<file path="config.mk">
export PLATFORM = sky130hd
export DESIGN_NAME = thermo_code_conv
export DESIGN_NICKNAME = d
export VERILOG_FILES = /design/src/rtl/tcv_pkg.sv /design/src/rtl/tcv_front.sv /design/src/rtl/tcv_divider.sv /design/src/rtl/tcv_back.sv /design/src/rtl/thermo_code_conv.sv
export SDC_FILE = /design/constraint.sdc
export NUM_CORES = 2
export LEC_CHECK = 0
export CAP_MARGIN = 10
export CORE_MARGIN = 2
export CORE_UTILIZATION = 40
export DETAILED_ROUTE_END_ITERATION = 12
export SYNTH_ARGS = -nofsm -noshare
export SYNTH_HDL_FRONTEND = slang
export SYNTH_HIERARCHICAL = 1
export SYNTH_SLANG_ARGS = --single-unit
</file>
<file path="constraint.sdc">
create_clock -name clk -period 15.8 [get_ports clk]
set_input_delay 3.95 -clock clk [delete_from_list [all_inputs] [get_ports clk]]
set_output_delay 3.95 -clock clk [all_outputs]
set_load 0.01 [all_outputs]
</file>
<file path="src/rtl/tcv_pkg.sv">
package tcv_pkg;
  localparam int CODE_W = 12;
  localparam int PROD_W = 64;
  localparam int RES_W  = 32;

  typedef logic [CODE_W-1:0]        code_t;
  typedef logic [PROD_W-1:0]        mag_t;
  typedef logic signed [PROD_W-1:0] wide_t;

  localparam code_t CODE_MAX  = '1;
  localparam wide_t TEMP_LO   = wide_t'(-41000);
  localparam wide_t TEMP_HI   = wide_t'(126000);
  localparam wide_t TEMP_SPAN = TEMP_HI - TEMP_LO;

  typedef enum logic [1:0] {ST_IDLE, ST_DIV, ST_BAD} state_t;

  typedef struct packed {
    mag_t  num;
    mag_t  den;
    logic  neg;
    wide_t off;
  } div_job_t;

  function automatic logic cal_valid(code_t b, code_t c);
    return (b != '0) && (c != '0) && (b != CODE_MAX) && (c != CODE_MAX) && (b != c);
  endfunction

  function automatic wide_t code_diff(code_t x, code_t y);
    return wide_t'({1'b0, x}) - wide_t'({1'b0, y});
  endfunction

  function automatic mag_t mag_of(wide_t v);
    return v[PROD_W-1] ? mag_t'(-v) : mag_t'(v);
  endfunction

  // Numerator/denominator magnitudes plus quotient sign and post-offset.
  function automatic div_job_t build_job(logic inv, code_t a,
                                         logic signed [RES_W-1:0] t,
                                         code_t b, code_t c);
    div_job_t j;
    wide_t n;
    wide_t d;
    if (!inv) begin
      n     = TEMP_SPAN * code_diff(a, b);
      d     = code_diff(c, b);
      j.off = TEMP_LO;
    end else begin
      n     = (wide_t'(t) - TEMP_LO) * code_diff(c, b);
      d     = TEMP_SPAN;
      j.off = wide_t'({1'b0, b});
    end
    j.num = mag_of(n);
    j.den = mag_of(d);
    j.neg = n[PROD_W-1] ^ d[PROD_W-1];
    return j;
  endfunction

  // Apply sign, offset and the direction-dependent clamp window.
  function automatic logic signed [RES_W-1:0] finish_val(mag_t q, logic neg,
                                                         wide_t off, logic inv);
    wide_t s;
    wide_t lo;
    wide_t hi;
    s  = (neg ? -wide_t'(q) : wide_t'(q)) + off;
    lo = inv ? wide_t'(0) : TEMP_LO;
    hi = inv ? wide_t'({1'b0, CODE_MAX}) : TEMP_HI;
    if (s < lo)      s = lo;
    else if (s > hi) s = hi;
    return RES_W'(s);
  endfunction
endpackage

</file>
<file path="src/rtl/tcv_front.sv">
module tcv_front
  import tcv_pkg::*;
(
  input  logic                    inv,
  input  code_t                   code,
  input  logic signed [RES_W-1:0] thresh,
  input  code_t                   cold,
  input  code_t                   hot,
  output div_job_t                job,
  output logic                    cal_ok
);
  always_comb begin
    job    = build_job(inv, code, thresh, cold, hot);
    cal_ok = cal_valid(cold, hot);
  end
endmodule

</file>
<file path="src/rtl/tcv_divider.sv">
module tcv_divider #(
  parameter int W = 64
) (
  input  logic         clk,
  input  logic         rst_n,
  input  logic         go,
  input  logic [W-1:0] num,
  input  logic [W-1:0] den,
  output logic [W-1:0] quo,
  output logic         fin
);
  localparam int CNT_W = $clog2(W);
  localparam logic [CNT_W-1:0] LAST = CNT_W'(W - 1);

  logic [W-1:0]     rem;
  logic [W-1:0]     qr;
  logic [W-1:0]     den_q;
  logic [CNT_W-1:0] cnt;
  logic             run;
  logic [W:0]       sh;
  logic [W:0]       diff;
  logic             fits;

  always_comb begin
    sh   = {rem, qr[W-1]};
    diff = sh - {1'b0, den_q};
    fits = ~diff[W];
  end

  always_ff @(posedge clk or negedge rst_n) begin
    if (!rst_n) begin
      rem   <= '0;
      qr    <= '0;
      den_q <= '0;
      cnt   <= '0;
      run   <= 1'b0;
      fin   <= 1'b0;
    end else begin
      fin <= 1'b0;
      if (go) begin
        rem   <= '0;
        qr    <= num;
        den_q <= den;
        cnt   <= '0;
        run   <= 1'b1;
      end else if (run) begin
        rem <= fits ? diff[W-1:0] : sh[W-1:0];
        qr  <= {qr[W-2:0], fits};
        cnt <= cnt + 1'b1;
        if (cnt == LAST) begin
          run <= 1'b0;
          fin <= 1'b1;
        end
      end
    end
  end

  assign quo = qr;
endmodule

</file>
<file path="src/rtl/tcv_back.sv">
module tcv_back
  import tcv_pkg::*;
(
  input  mag_t                    q,
  input  logic                    neg,
  input  wide_t                   off,
  input  logic                    inv,
  output logic signed [RES_W-1:0] val
);
  always_comb val = finish_val(q, neg, off, inv);
endmodule

</file>
<file path="src/rtl/thermo_code_conv.sv">
module thermo_code_conv
  import tcv_pkg::*;
(
  input  logic                    clk,
  input  logic                    rst_n,
  input  logic                    start,
  input  logic                    inv_mode,
  input  logic [CODE_W-1:0]       sens_code,
  input  logic signed [RES_W-1:0] thresh_mdeg,
  input  logic [CODE_W-1:0]       cal_cold,
  input  logic [CODE_W-1:0]       cal_hot,
  output logic                    busy,
  output logic                    done,
  output logic                    cal_err,
  output logic signed [RES_W-1:0] result
);
  state_t                  st;
  div_job_t                job;
  logic                    cal_ok;
  logic                    accept;
  logic                    div_go;
  logic                    div_fin;
  mag_t                    quo;
  logic                    mode_q;
  logic                    neg_q;
  wide_t                   off_q;
  logic signed [RES_W-1:0] fin_val;

  tcv_front u_front (
    .inv(inv_mode), .code(sens_code), .thresh(thresh_mdeg),
    .cold(cal_cold), .hot(cal_hot), .job(job), .cal_ok(cal_ok)
  );

  assign busy   = (st != ST_IDLE);
  assign accept = start && (st == ST_IDLE);
  assign div_go = accept && cal_ok;

  tcv_divider #(.W(PROD_W)) u_div (
    .clk(clk), .rst_n(rst_n), .go(div_go),
    .num(job.num), .den(job.den), .quo(quo), .fin(div_fin)
  );

  tcv_back u_back (
    .q(quo), .neg(neg_q), .off(off_q), .inv(mode_q), .val(fin_val)
  );

  always_ff @(posedge clk or negedge rst_n) begin
    if (!rst_n) begin
      st      <= ST_IDLE;
      done    <= 1'b0;
      cal_err <= 1'b0;
      result  <= '0;
      mode_q  <= 1'b0;
      neg_q   <= 1'b0;
      off_q   <= '0;
    end else begin
      done <= 1'b0;
      case (st)
        ST_IDLE: if (accept) begin
          mode_q <= inv_mode;
          neg_q  <= job.neg;
          off_q  <= job.off;
          st     <= cal_ok ? ST_DIV : ST_BAD;
        end
        ST_DIV: if (div_fin) begin
          result  <= fin_val;
          cal_err <= 1'b0;
          done    <= 1'b1;
          st      <= ST_IDLE;
        end
        ST_BAD: begin
          result  <= '0;
          cal_err <= 1'b1;
          done    <= 1'b1;
          st      <= ST_IDLE;
        end
        default: st <= ST_IDLE;
      endcase
    end
  end
endmodule

</file>
## After elaboration in Yosys (flattened, before gate mapping)

Cells that the tools add are included.

| word-level totals | value |
|---|---|
| output and inout bits | 35 |
| bits in registers | 302 |
| input bits | 72 |

| cells by class | value |
|---|---|
| reductions and logical operators | 15 |
| multiply operators | 2 |
| bitwise gates (word level) | 2 |
| $add $sub $neg | 9 |
| equal/unequal tests | 8 |
| magnitude comparators | 2 |
| multiplexer cells | 33 |

Operators by type and width:

| operator | count |
|---|---|
| $mux 64 | 12 |
| $neg 64->64 | 3 |
| $mux 32 | 3 |
| $sub 65x64->65 | 1 |
| $add 64x64->64 | 1 |
| $gt 64x18->1 | 1 |
| $lt 64x64->1 | 1 |
| $mul 16x64->61 const A | 1 |
| $mul 64x64->64 | 1 |
| $pmux 32 s2 | 1 |
| $sub 32x17->33 const B | 1 |
| $sub 12x12->13 | 2 |
| $ne 12x12->1 const B | 2 |
| $reduce_bool 12->1 | 2 |
| $mux 17 | 1 |
| $mux 6 | 2 |
| $ne 12x12->1 | 1 |
| $mux 1 | 8 |
| $add 6x1->6 const B | 1 |
| $eq 6x6->1 const B | 1 |
| $logic_and 1x1->1 | 6 |
| $mux 2 | 3 |
| $reduce_and 2->1 | 3 |
| $reduce_bool 2->1 | 3 |
| other kinds (9) | 10 |

## Logic depth before layout (Yosys ltp)

| logic depth | value |
|---|---|
| depth in word-level cells | 8 |
| mapped depth | 40 |
| mapped depth without buffers | 37 |

## Hierarchy

Netlist, hierarchy kept.

Modules (own cells, without submodules):

| module | area an instance (um^2) | times used | cells each |
|---|---|---|---|
| tcv_front | 23597.6 | 1 | 2865 |
| tcv_divider | 12640.9 | 1 | 1492 |
| tcv_back | 8022.7 | 1 | 1194 |
| thermo_code_conv | 4129.0 | 1 | 308 |

## Worst setup path before layout

Ideal clock, no wire load.

| path | value |
|---|---|
| path type | input to register |
| start point | input port cal_cold[1] |
| end point | register u_div.qr[48] (netlist: u_div/quo[48]) |
| setup slack | 2.847 ns |
| arrival | 12.820 ns |
| library setup time | 0.133 ns |
| data required time | 15.667 ns |
| cell stages on the path | 36 |
| path through | inv_1 > ha_1 > nor2b_1 > o21ai_0 > a21boi_0 > o21ai_0 > a21boi_0 > o21ai_0 > a21oi_1 > o41ai_1 > xor2_1 > clkbuf_1 > or2_2 > fa_1 > fa_1 > inv_1 > fa_1 > fa_1 > fa_1 > inv_1 > fa_1 > inv_1 > ha_1 > a21oi_1 > o21ai_1 > a221oi_2 > a21boi_1 > a211oi_2 > mux2i_1 > a2111oi_1 > nand2_1 > nor3_2 > a31oi_1 > o32a_1 > nand2_1 > o21ai_0 |

RTL lines:

| what | line | RTL |
|---|---|---|
| start, declared | thermo_code_conv.sv:10 | `input logic [CODE_W-1:0] cal_cold,` |
| end signal, assigned | tcv_divider.sv:42 | `qr <= num;` |
| end signal, assigned | tcv_divider.sv:48 | `qr <= {qr[W-2:0], fits};` |
| end, declared | tcv_divider.sv:16 | `logic [W-1:0] qr;` |

==> impl_results.md <==
- Post-CTS sizing: 0
- Post-synthesis sequential area ratio: between 10% and 20%
- Ratio of final minimum period to clock period: just over 90%
- Initial Util: roughly two fifths
- IO Pins: between 100 and 150
- Routed WL: ~140000 µm
- Met3 Use GR: 2.76%
- Final period demand of the worst path: 14550 ps
- Final setup fails: 0
- Top_reg_cell synth: dfrtp_1
- Syn avg cell area: slightly above 8 µm²
- Largest net degree at the start of global routing: ~120
- DIE HEIGHT: 352 µm
- FP Rows: around 130
- Status: finished clean
- Number of synthesized flops with an enable pin: 0
- Wire per inst: 19.4 µm
- Slew HR: about a fifth
- Synth Register Bits: 302
- Setup_tns: 0 ps
- Post-route DRC: 0
- Layout cells sized above 1: between 5 and 6%
- Hold Crit Class: flop to flop
- Post-Syn Instances: a little under 6000
- Grt ovf: 0
- CTS tree: yes
- CTS H-tree depth: 2
- CTS clk-pin slew, worst paths: about 60 ps
- Crit Path Class: primary input to flop
- Routed Antenna Nets: 0
- Yosys warns: 6
- Final Skew: between 30 and 40 ps
- First-pass GRT wire length: around 230000 µm
- Max stage delay on crit path: between 600 and 700 ps
- Drt initial violations: 3055
- CTS Hold Bufs: 0
- Routability Congestion: 0.972
- Synth unique cells: 125
- Total track usage: between 20 and 25%
- Clock Sinks: 302
- CP startpoint kind: primary input
- Die Width: 352 µm
- Count of pins over their slew limit: 0
- Most used routing layer in global routing: met2
- Final HPWL DP: 117000 µm
- GRT met1 Usage: between 30% and 40%
- Worst slew pin tran: between 1000 and 1500 ps
- Via count: approximately 41000
- Antenna violations before repair: 16
- Die ar.: ~120000 µm²
- WP data required: 16200 ps
- Vias per cell: 5.57
- CTS max path bufs: 3
- Clk_lat worst skew: approximately 580 ps
- Crit end category: flop
- Slowest CP cell: a311oi_1
- Vias in the first global route: just over 40000
- CP most frequent cell: fa_1
- Placeable Area: 120000 µm²
- Max Cap Viol: 0
- IO buf count: between 100 and 150
- Max FO, Critical Path: 14
- Postcts setup bufs: 0
- Netlist Area Pre-Place: roughly 48000 µm²
- Met2 GRT Util: around two fifths
- Asr flop ratio synth: 100%
- Fmax: 68.7 MHz
- Root Buffer: clkbuf_16
- Nets: roughly 6700
- CTS Buf Count: 38
- Final Hold Fails: 0
- Drt pass-1 iters: 6
- Layout area overhead: 6.90%
- RSZ-0062 raised after global routing: no
- Worst EP arrival: 14950 ps
## layout make-up
type / instances / area (µm²)
well taps: 1612 / 2020
fillers: 12077 / 68200
repair buffers: 180 / 1630
multi-input cells: 4683 / 37100
diodes: 2 / 5.00
clock buffers: 48 / 1070
flip-flops and latches: 302 / 7560
inverters: 555 / 2080
clock inverters: 19 / 297
## stage by stage
| step | cells | util, % | hold WS [ps] | setup WS (ps) | cell area (µm²) |
|---|---|---|---|---|---|
| after floorplan | 5915 | - | 477 | 2850 | 48600 |
| final | 7401 | 43.1 | 496 | 1250 | 51700 |
| after detailed placement | 7332 | 42.0 | 489 | 872 | 50400 |
| after CTS | 7399 | 43.1 | 502 | 1450 | 51700 |
| after global placement | 7332 | 42.0 | 482 | 976 | 50400 |
| after global routing | 7401 | 43.1 | 524 | 705 | 51700 |
## placed cells by master (no fill, tap or decap), types with 27 or more instances in the layout
cell | netlist | routed
inv_1 | 554 | 553
nor2b_1 | 85 | 83
o31ai_1 | 40 | 40
nand2_1 | 807 | 807
nand4_1 | 92 | 92
dfrtp_1 | 302 | 299
fa_1 | 437 | 437
and3_1 | 44 | 43
nor4_1 | 30 | 30
buf_4 | 110 | 74
mux2_4 | 31 | 31
nor3_1 | 85 | 85
and2_1 | 37 | 37
xnor2_1 | 211 | 209
o211ai_1 | 31 | 31
a21o_1 | 91 | 91
clkbuf_16 | 0 | 39
mux2_2 | 51 | 51
a211oi_1 | 41 | 41
ha_1 | 464 | 464
conb_1 | 1 | 57
mux2i_1 | 96 | 96
or3_1 | 27 | 27
a311oi_1 | 45 | 45
a31oi_1 | 46 | 46
xor2_1 | 91 | 87
o21bai_1 | 27 | 27
o21ai_0 | 388 | 388
o21a_1 | 44 | 44
nand2b_1 | 72 | 72
nor2_1 | 434 | 430
clkdlybuf4s50_1 | 0 | 104
nand3_1 | 103 | 103
a21oi_1 | 317 | 317
## cells in the mapped netlist (all sizes together) (55+ instances only)
cell | number | area share, %
o21ai | 400 | 4.1
nand3 | 103 | 1.1
mux2 | 83 | 2.2
mux2i | 96 | 2.0
nor2 | 434 | 3.4
inv | 554 | 4.3
xnor2 | 212 | 3.9
fa | 437 | 18
clkbuf | 209 | 1.7
buf | 166 | 2.4
nand4 | 93 | 1.2
nand2b | 73 | 0.96
ha | 464 | 12
dfrtp | 302 | 16
nor2b | 86 | 1.1
nand2 | 808 | 6.3
a21o | 94 | 1.5
nor3 | 89 | 0.97
xor2 | 92 | 1.7
a311oi | 55 | 1.1
a21oi | 322 | 3.4
## cells by family after synthesis
kind of cell | synth area share [%]
adders and majority gates | 30.1
DFF | 15.6
buffers and inverters | 8.42
and+or+nand+nor | 18.7
xor gates and xnor gates | 5.53
other | 0.00775
muxes | 4.16
AOI/OAI and AO/OA | 17.5
## final timing paths
check	cells past startpoint	slack (ps)	to	startpoint
hold / removal	2	500	result[11]	result[11]
max in group asynchronous	2	10790	neg_q	rst_n
hold reg to reg	2	500	result[11]	result[11]
setup / recovery	35	1250	u_div/quo[48]	cal_cold[1]
setup reg to reg	29	6690	result[21]	u_div/quo[6]
min in group asynchronous	1	3390	off_q[19]	rst_n
## worst max-delay path, delay by kind of cell
kind	cells	cell delay, ps
and+or+nand+nor	9	2230
AOI/OAI and AO/OA	13	3290
xor gates and xnor gates	1	610
adders and majority gates	8	3630
buffers and inverters	4	1230
## metal layers
| layer | part of all wire (%) | vias up |
|---|---|---|
| met5 | 0.062 | - |
| met1 | 44 | 20115 |
| met2 | 47 | 1083 |
| li1 | - | 19746 |
| met4 | 4.1 | 14 |
| met3 | 5.0 | 254 |
## flip-flops by register name, summed over array words and instances, names as in the netlist, 2 cells and up
| signal | flops |
|---|---|
| off_q | 64 |
| u_div/den_q | 64 |
| u_div/quo | 64 |
| u_div/rem | 64 |
| result | 32 |
| u_div/cnt | 6 |
| st | 2 |
Power is left out: the tool's default activity adds up to more than one toggle a clock period on the data nets, which glitch-free logic cannot reach.
